<file path="src/rtl/coal_pkg.sv">
package coal_pkg;
  localparam int CNT_W      = 20;
  localparam int TWAIT_W    = 16;
  localparam int UNIT_SHIFT = 10;
  localparam int TMR_W      = TWAIT_W + UNIT_SHIFT;
endpackage

</file>
<file path="src/rtl/coal_count.sv">
module coal_count #(
  parameter int CNT_W = coal_pkg::CNT_W
) (
  input  logic             clk,
  input  logic             rst_n,
  input  logic             done_i,
  input  logic             ack_we_i,
  input  logic [CNT_W-1:0] ack_val_i,
  input  logic             ld_we_i,
  input  logic [CNT_W-1:0] ld_val_i,
  output logic [CNT_W-1:0] cnt_o
);
  logic [CNT_W-1:0] cnt_q, cnt_d;
  logic [CNT_W:0]   sum, take, diff;
  logic             cnt_en;

  // Completion first, then the clamped acknowledge amount.
  always_comb begin
    sum  = {1'b0, cnt_q} + {{CNT_W{1'b0}}, done_i};
    take = '0;
    if (ack_we_i) begin
      take = ({1'b0, ack_val_i} > sum) ? sum : {1'b0, ack_val_i};
    end
    diff   = sum - take;
    cnt_d  = ld_we_i ? ld_val_i : diff[CNT_W-1:0];
    cnt_en = done_i | ack_we_i | ld_we_i;
  end

  always_ff @(posedge clk or negedge rst_n) begin
    if (!rst_n) begin
      cnt_q <= '0;
    end else if (cnt_en) begin
      cnt_q <= cnt_d;
    end
  end

  assign cnt_o = cnt_q;

  assert_incr_R1: assert property (@(posedge clk) disable iff (!rst_n)
    (done_i && !ack_we_i && !ld_we_i && cnt_q != '1) |=> cnt_q == $past(cnt_q) + CNT_W'(1));
  assert_floor_R2: assert property (@(posedge clk) disable iff (!rst_n)
    (ack_we_i && !ld_we_i && !done_i && ack_val_i >= cnt_q) |=> cnt_q == '0);
  assert_load_R8: assert property (@(posedge clk) disable iff (!rst_n)
    ld_we_i |=> cnt_q == $past(ld_val_i));
endmodule

</file>
<file path="src/rtl/coal_timer.sv">
module coal_timer #(
  parameter int TMR_W = coal_pkg::TMR_W
) (
  input  logic             clk,
  input  logic             rst_n,
  input  logic             tick_i,
  input  logic             restart_i,
  input  logic             idle_i,
  output logic [TMR_W-1:0] tmr_o
);
  logic [TMR_W-1:0] tmr_q, tmr_d;
  logic             tmr_en;

  always_comb begin
    tmr_d = tmr_q;
    if (restart_i || idle_i) begin
      tmr_d = '0;
    end else if (tick_i && tmr_q != '1) begin
      tmr_d = tmr_q + TMR_W'(1);
    end
    tmr_en = restart_i | idle_i | tick_i;
  end

  always_ff @(posedge clk or negedge rst_n) begin
    if (!rst_n) begin
      tmr_q <= '0;
    end else if (tmr_en) begin
      tmr_q <= tmr_d;
    end
  end

  assign tmr_o = tmr_q;

  assert_restart_R6: assert property (@(posedge clk) disable iff (!rst_n)
    restart_i |=> tmr_q == '0);
  assert_idle_R3: assert property (@(posedge clk) disable iff (!rst_n)
    idle_i |=> tmr_q == '0);
  assert_step_R5: assert property (@(posedge clk) disable iff (!rst_n)
    (tick_i && !restart_i && !idle_i && tmr_q != '1) |=> tmr_q == $past(tmr_q) + TMR_W'(1));
  assert_sat_R9: assert property (@(posedge clk) disable iff (!rst_n)
    (tmr_q == '1 && !restart_i && !idle_i) |=> tmr_q == '1);
endmodule

</file>
<file path="src/rtl/coal_eval.sv">
module coal_eval #(
  parameter int CNT_W      = coal_pkg::CNT_W,
  parameter int TWAIT_W    = coal_pkg::TWAIT_W,
  parameter int UNIT_SHIFT = coal_pkg::UNIT_SHIFT,
  localparam int TMR_W     = TWAIT_W + UNIT_SHIFT
) (
  input  logic [CNT_W-1:0]   cnt_i,
  input  logic [TMR_W-1:0]   tmr_i,
  input  logic [CNT_W-1:0]   num_wait_i,
  input  logic [TWAIT_W-1:0] time_wait_i,
  input  logic               en_i,
  output logic               irq_o
);
  logic [CNT_W-1:0] num_eff;
  logic [TMR_W-1:0] limit;
  logic             cnt_hit, time_hit, pending;

  always_comb begin
    num_eff  = (num_wait_i == '0) ? CNT_W'(1) : num_wait_i;
    limit    = {time_wait_i, {UNIT_SHIFT{1'b0}}};
    pending  = (cnt_i != '0);
    cnt_hit  = (cnt_i >= num_eff);
    time_hit = (time_wait_i != '0) && (tmr_i >= limit);
    irq_o    = en_i && pending && (cnt_hit || time_hit);
  end
endmodule

</file>
<file path="src/rtl/cmpl_coalescer.sv">
module cmpl_coalescer #(
  parameter int CNT_W      = coal_pkg::CNT_W,
  parameter int TWAIT_W    = coal_pkg::TWAIT_W,
  parameter int UNIT_SHIFT = coal_pkg::UNIT_SHIFT
) (
  input  logic               clk,
  input  logic               rst_n,
  input  logic               cmpl_pulse,
  input  logic               ack_we,
  input  logic [CNT_W-1:0]   ack_val,
  input  logic               cnt_we,
  input  logic [CNT_W-1:0]   cnt_wval,
  input  logic [CNT_W-1:0]   num_wait,
  input  logic [TWAIT_W-1:0] time_wait,
  input  logic               irq_en,
  input  logic               tick,
  output logic               irq,
  output logic [CNT_W-1:0]   pend_cnt
);
  localparam int TMR_W = TWAIT_W + UNIT_SHIFT;

  logic [CNT_W-1:0] cnt;
  logic [TMR_W-1:0] tmr;
  logic             restart, idle;

  assign restart = ack_we | cnt_we;
  assign idle    = (cnt == '0);

  coal_count #(.CNT_W(CNT_W)) u_count (
    .clk(clk), .rst_n(rst_n), .done_i(cmpl_pulse),
    .ack_we_i(ack_we), .ack_val_i(ack_val),
    .ld_we_i(cnt_we), .ld_val_i(cnt_wval), .cnt_o(cnt)
  );

  coal_timer #(.TMR_W(TMR_W)) u_timer (
    .clk(clk), .rst_n(rst_n), .tick_i(tick),
    .restart_i(restart), .idle_i(idle), .tmr_o(tmr)
  );

  coal_eval #(.CNT_W(CNT_W), .TWAIT_W(TWAIT_W), .UNIT_SHIFT(UNIT_SHIFT)) u_eval (
    .cnt_i(cnt), .tmr_i(tmr), .num_wait_i(num_wait),
    .time_wait_i(time_wait), .en_i(irq_en), .irq_o(irq)
  );

  assign pend_cnt = cnt;

  assert_zero_quiet_R3: assert property (@(posedge clk) disable iff (!rst_n)
    (pend_cnt == '0) |-> !irq);
  assert_mask_R7: assert property (@(posedge clk) disable iff (!rst_n)
    !irq_en |-> !irq);
  assert_count_fire_R4: assert property (@(posedge clk) disable iff (!rst_n)
    (irq_en && pend_cnt != '0 && pend_cnt >= num_wait) |-> irq);
endmodule

</file>
<file path="config.mk">
export PLATFORM = sky130hd
export DESIGN_NAME = cmpl_coalescer
export DESIGN_NICKNAME = d
export VERILOG_FILES = /design/src/rtl/coal_pkg.sv /design/src/rtl/coal_count.sv /design/src/rtl/coal_timer.sv /design/src/rtl/coal_eval.sv /design/src/rtl/cmpl_coalescer.sv
export SDC_FILE = /design/constraint.sdc
export NUM_CORES = 1
export LEC_CHECK = 0
export BUFFER_PORTS_ARGS = -buffer_cell sky130_fd_sc_hd__clkbuf_2
export CAP_MARGIN = 20
export CORE_ASPECT_RATIO = 2
export CORE_UTILIZATION = 60
export CTS_CLUSTER_SIZE = 12
export DETAILED_ROUTE_END_ITERATION = 6
export GPL_TIMING_DRIVEN = 0
export PLACE_DENSITY = 0.85
export SLEW_MARGIN = 20
export SYNTH_ARGS = -nofsm -noshare
export SYNTH_HDL_FRONTEND = slang
export SYNTH_SLANG_ARGS = --single-unit
</file>
<file path="constraint.sdc">
create_clock -name clk -period 19.2 [get_ports clk]
set_input_delay 3.84 -clock clk [delete_from_list [all_inputs] [get_ports clk]]
set_output_delay 3.84 -clock clk [all_outputs]
set_load 0.005 [all_outputs]
</file>
# [Word level (Yosys, flattened, before mapping)]
# Cells that the tools add are included.
[op_classes] add_sub_neg=3 mul=0 n_div=0 magnitude_cmp=3 n_eq_ne=1 n_shift=0 muxes=6 bitwise=5 n_reduce_logical=12
[ops] cell="20-bit two-way mux" count=4
[ops] cell="26-bit two-way mux" count=2
[ops] cell="20-bit zero test" count=2
[ops] cell="26-bit by 1-bit adder with 26-bit output, second input constant" count=1
[ops] cell="26-bit >= comparator" count=1
[ops] cell="26-bit != test, second input constant" count=1
[ops] cell="20-bit by 1-bit adder with 21-bit output" count=1
[ops] cell="20-bit by 21-bit greater-than comparator with 1-bit output" count=1
[ops] cell="20-bit >= comparator" count=1
[ops] cell="20-bit nonzero test" count=1
[ops] cell="20-bit subtractor" count=1
[ops] cell="16-bit nonzero test" count=1
[ops] cell="1-bit OR" count=5
[ops] cell="1-bit logical AND" count=4
[ops] cell="1-bit logical OR" count=2
[ops] cell="2-bit AND reduction" count=1
[ops] cell="2-bit nonzero test" count=1
[totals] ff_bits=46 latchBits=0 mem_bits_rw=0 mem_bits_ro=0 input_bits=83 memories=0

# [Depth between registers and ports, before layout]
[logic_depth] word_depth=6 depth_mapped=33

# [Modules after synthesis]
# A second synthesis with hierarchy kept.
[hier_totals] hier_cells=766 area_unflattened_um2=6158.4
[modules_own_cells] mod="coal_count" n_inst=1 cells_each=455 area_per_inst_um2=3607.2 seq_area_each_um2=500.5
[modules_own_cells] mod="coal_timer" n_inst=1 cells_each=155 area_per_inst_um2=1456.4 seq_area_each_um2=650.6
[modules_own_cells] mod="coal_eval" n_inst=1 cells_each=147 area_per_inst_um2=1044.8 seq_area_each_um2=0.0
[modules_own_cells] mod="cmpl_coalescer" n_inst=1 cells_each=9 area_per_inst_um2=50.0 seq_area_each_um2=0.0

# [Worst setup path before layout]
# Ideal clock, no wire load.
[synth_path] path_kind="in2out" start="input port num_wait[13]" end="output port irq" t_arrival_ns=6.531 t_required_ns=15.360 slack_ns=8.829 stages=17 path_buffers=0 path_cell_list="nor4_1 > nand4_1 > o41ai_1 > ha_1 > nand2b_1 > a21o_1 > a21o_1 > a21o_1 > a21o_1 > a21o_1 > a21oi_1 > nor2b_1 > o21ai_0 > a211oi_1 > o31a_1 > o211ai_1 > a31oi_1"
[synth_via] elab_chain_len=5
[synth_rtl] element="start: declaration" line="cmpl_coalescer.sv:13" rtl="input logic [CNT_W-1:0] num_wait,"
[synth_rtl] element="20-bit zero test" line="coal_eval.sv:19" rtl="num_eff = (num_wait_i == '0) ? CNT_W'(1) : num_wait_i;"
[synth_rtl] element="20-bit two-way mux (*)" line="coal_eval.sv:19"
[synth_rtl] element="20-bit >= comparator (*)" line="coal_eval.sv:22" rtl="cnt_hit = (cnt_i >= num_eff);"
[synth_rtl] element="1-bit logical OR (*)" line="coal_eval.sv:24" rtl="irq_o = en_i && pending && (cnt_hit || time_hit);"
[synth_rtl] element="1-bit logical AND (*)" line="coal_eval.sv:24"
[synth_rtl] element="end: declaration" line="cmpl_coalescer.sv:17" rtl="output logic irq,"
# Mark *: on every way between the ends. The rest lies on a longest branch, timed or not.

# [Final worst setup path]
[layout_path] start="input port cmpl_pulse" end="register u_count.cnt_q[13], in the netlist u_count.cnt_o[13]"
[layout_via] elab_chain_len=6 elab_cells_between_ends=8 cone_classes="add/sub (2); order compare (1); mux (3); bitwise (2)"
[layout_rtl] element="start: declaration" line="cmpl_coalescer.sv:8" rtl="input logic cmpl_pulse,"
[layout_rtl] element="20-bit by 1-bit adder with 21-bit output" line="coal_count.sv:19" rtl="sum = {1'b0, cnt_q} + {{CNT_W{1'b0}}, done_i};"
[layout_rtl] element="20-bit by 21-bit greater-than comparator with 1-bit output" line="coal_count.sv:22" rtl="take = ({1'b0, ack_val_i} > sum) ? sum : {1'b0, ack_val_i};"
[layout_rtl] element="20-bit two-way mux" line="coal_count.sv:22"
[layout_rtl] element="20-bit two-way mux" line="coal_count.sv:21" rtl="if (ack_we_i) begin"
[layout_rtl] element="20-bit subtractor" line="coal_count.sv:24" rtl="diff = sum - take;"
[layout_rtl] element="20-bit two-way mux" line="coal_count.sv:25" rtl="cnt_d = ld_we_i ? ld_val_i : diff[CNT_W-1:0];"
[layout_rtl] element="end signal: assignment" line="coal_count.sv:33" rtl="cnt_q <= cnt_d;"
[layout_rtl] element="end: declaration" line="coal_count.sv:13" rtl="logic [CNT_W-1:0] cnt_q, cnt_d;"
# Parallel ways exist; a longest one is shown, timed or not.
# A chain may end at the register's enable or synchronous reset.

==> reports/metrics.yaml <==
n_antenna_cell: 0
dp_hpwl_um: 15220
syn_nets: 896
whs_endpoint: "u_timer.tmr_o[17]"
fin_crit_ps: 12230
drt_iter0_drc: 448
top_layer: "met4"
r2r_cells: 31
reg2reg_from: "u_count.cnt_o[0]"
leakage_nw: 3.086
gp_congestion: 0.9884
crit_family: "compound AO/OA/AOI/OAI gates"
finalSetupViolations: 0
cts_buffers: 5
slowest_stage: "a2111oi_1"
power.density_nw_per_um2: 149.8
crit_path_end_kind: "register"
hold_path_class: "register to register"
routed-via-count: 6331
finalClockSkew_ps: 5.941
postCtsSetupRepairBufs: 0
die_area_um2: 10040
cp_max_fo: 10
io_buffers: 101
hold_slack_ps: 584.4
grt-ovfl-total: 0
std_cell_rows: 50
r2r_slack_ps: 10110
tightest_slew_ps: 940.4
synth_seq_area_share_pct: 19.94
clkTransAtPathRegs_ps: 60
met3RoutedLength_um: 1159
status: "complete, but fails checks"
startpoint_type: "input port"
synth_area_leader_cell: "dfrtp_1"
r2r_end: "u_count.cnt_o[13]"
layoutNonFillerInstCount: 960
finalHoldViolCount: 0
nets: 1004
synthCells: 747
finalCritPeriodShare_pct: 63.68
htree_levels: 2
postRouteAntennaNets: 0
wl_met1_um: 6386
clockBufferDepth: 2
maxClockFrequency_mhz: 81.79
syn_to_final_growth_pct: 13.94
synth_common_cells: "75 x nor2_1, 73 x nand2_1, 68 x inv_1"
yosysTopAreaCellShare_pct: 19.94
grt_antenna_before_repair: 0
arrival_ps: 12380
root_buffer: "clkbuf_16"
rsz0062_at_grt: "no"
core_area_um2: 9321
dp.cells: 952
slowest_delay_ps: 610
drtPass1Iterations: 7
n_fill_cell: 776
slew_headroom_pct: 37.03
grt_max_degree: 47
violations: "DRC"
hp-start: "u_timer.tmr_o[17]"
synth_edf_count: 0
grt_usage_pct: 38.49
cts_resized: 0
grt_pass1_vias: 6400
holdPathStages: 2
initial_core_util_pct: 61.93
grt_pass1_wl_um: 30080
worst-setup-path-type: "input port to register"
wire_per_inst_um: 19.76
maxCapViolations: 0
max-vdd-ir-drop_v: 0.0001233
synth-seq-cells: 46
cts_tree: "yes"
final_layout_size_suffix_gt1_share_pct: 17.06
yosysMostFrequentCell: "nor2_1"
dominantRegCellSynth: "dfrtp_1"
syn_area_um2: 5773
tns_ps: 0
clk_latency_ps: 300
fin_util_pct: 70.56
drc: 12
cp_num_buf_inv: 4
io_pins: 104
wirelength_um: 18970
die_w_um: 71.36
viasPerCell: 6.595
hold_buffers: 0
clock-sinks: 46
yosysWarnings: 0
synth_cell_types: 85
synth-async-reset-ratio_pct: 100.0
slew_viol_final: 0
wl_met2_um: 10190
synth_area_per_cell_um2: 7.728
dieHeight_um: 140.7
synth_area_leaders: "dfrtp_1 20%, ha_1 14%, xor2_1 5.0%, nor2_1 4.9%, nand2_1 4.7%"
crit_required_ps: 19350
-- how the worst max path moves through the flow --
stage,from,end,slack (ps),cells past startpoint
floorplan,num_wait[13],irq,8830,17
global placement,cmpl_pulse,u_count.cnt_o[13],7120,32
detailed placement,cmpl_pulse,u_count.cnt_o[13],6970,32
CTS,cmpl_pulse,u_count.cnt_o[13],7250,32
global route,cmpl_pulse,u_count.cnt_o[13],6380,32
finish,cmpl_pulse,u_count.cnt_o[13],6970,32
-- state kept, by name, summed over array words and instances (netlist names) --
register	flops
u_count.cnt_o	20
u_timer.tmr_o	26
-- routing by layer --
layer | vias to the layer above | global-route usage, %
li1 | 2912 | -
met1 | 3000 | 37.70
met2 | 327 | 72.53
met3 | 92 | 4.861
met4 | 0 | 26.00
met5 | - | 0
-- final cells by class --
class,count,area (um2),area share (%)
well taps,104,130.1,1.978
multi-input cells,604,4238,64.43
flip-flops and latches,46,1151,17.50
inverters,68,255.2,3.881
clock inverters,2,37.54,0.5707
plain buffers,29,128.9,1.959
clock buffers,6,128.9,1.959
repair buffers,101,508.0,7.723
-- per-stage QoR --
step	worst slack (ps)	instance area (um2)	power, W
finish	6973	6578	0.0009854
global route	6383	6578	0.001058
CTS	7253	6575	0.0009654
detailed placement	6971	6409	0.0008603
global placement	7118	6409	0.0008326
floorplan	8829	5773	0.0006639
-- logic make-up (layout without fill, tap and decap cells) --
family                     Yosys count  after routing  synth area share [%]
AOI/OAI and AO/OA                  193            193                 24.04
xor gates and xnor gates            60             60                 9.840
adders and majority gates           68             68                 14.80
and+or+nand+nor                    278            278                 23.84
muxes                                5              5                0.8886
buffers and inverters               97            206                 6.654
DFF                                 46             46                 19.94
-- worst reg2reg max path, delay by kind of cell (launching register included) --
family                   cells  cell delay, ps
AND/OR/NAND/NOR              8            1900
XOR/XNOR                     2             410
buffers and inverters        3            1550
multiplexers                 1             230
AO/OA/AOI/OAI               14            3420
adder cells (fa/ha/maj)      3             930
flip-flops                   1             500
-- where the power goes --
| group | internal (W) | switching (W) | leakage, nW |
|---|---|---|---|
| Combinational | 0.000291 | 0.000431 | 2.41 |
| Sequential | 0.000119 | 0.0000449 | 0.596 |
| Clock | 0.0000615 | 0.0000383 | 0.0771 |
| Total | 0.000471 | 0.000515 | 3.09 |
-- placed cells by master (no fill, tap or decap), types with 4 or more instances in the layout --
master	synthesis	layout
nor2b_1	6	6
nand2b_1	9	9
o22ai_1	6	6
o21ai_0	35	35
clkbuf_1	18	19
a22oi_1	5	5
xnor2_1	24	24
nand4_1	10	10
clkbuf_16	0	5
inv_1	68	68
a21o_1	11	11
nor4_1	17	17
o211ai_1	15	15
buf_2	7	7
a21boi_0	4	4
ha_1	65	65
clkbuf_2	0	100
or3_1	8	8
dfrtp_1	46	46
a21oi_1	46	46
nor2_1	75	75
and4_1	7	7
and2_1	4	4
nand2_1	73	73
xor2_1	33	33
o21a_1	12	12
nand3_1	30	30
a31oi_1	6	6
nor3_1	11	11
and3_1	11	11
mux2i_1	4	4
o31a_1	4	4
Note: power is estimated with default switching activity, not from simulation.
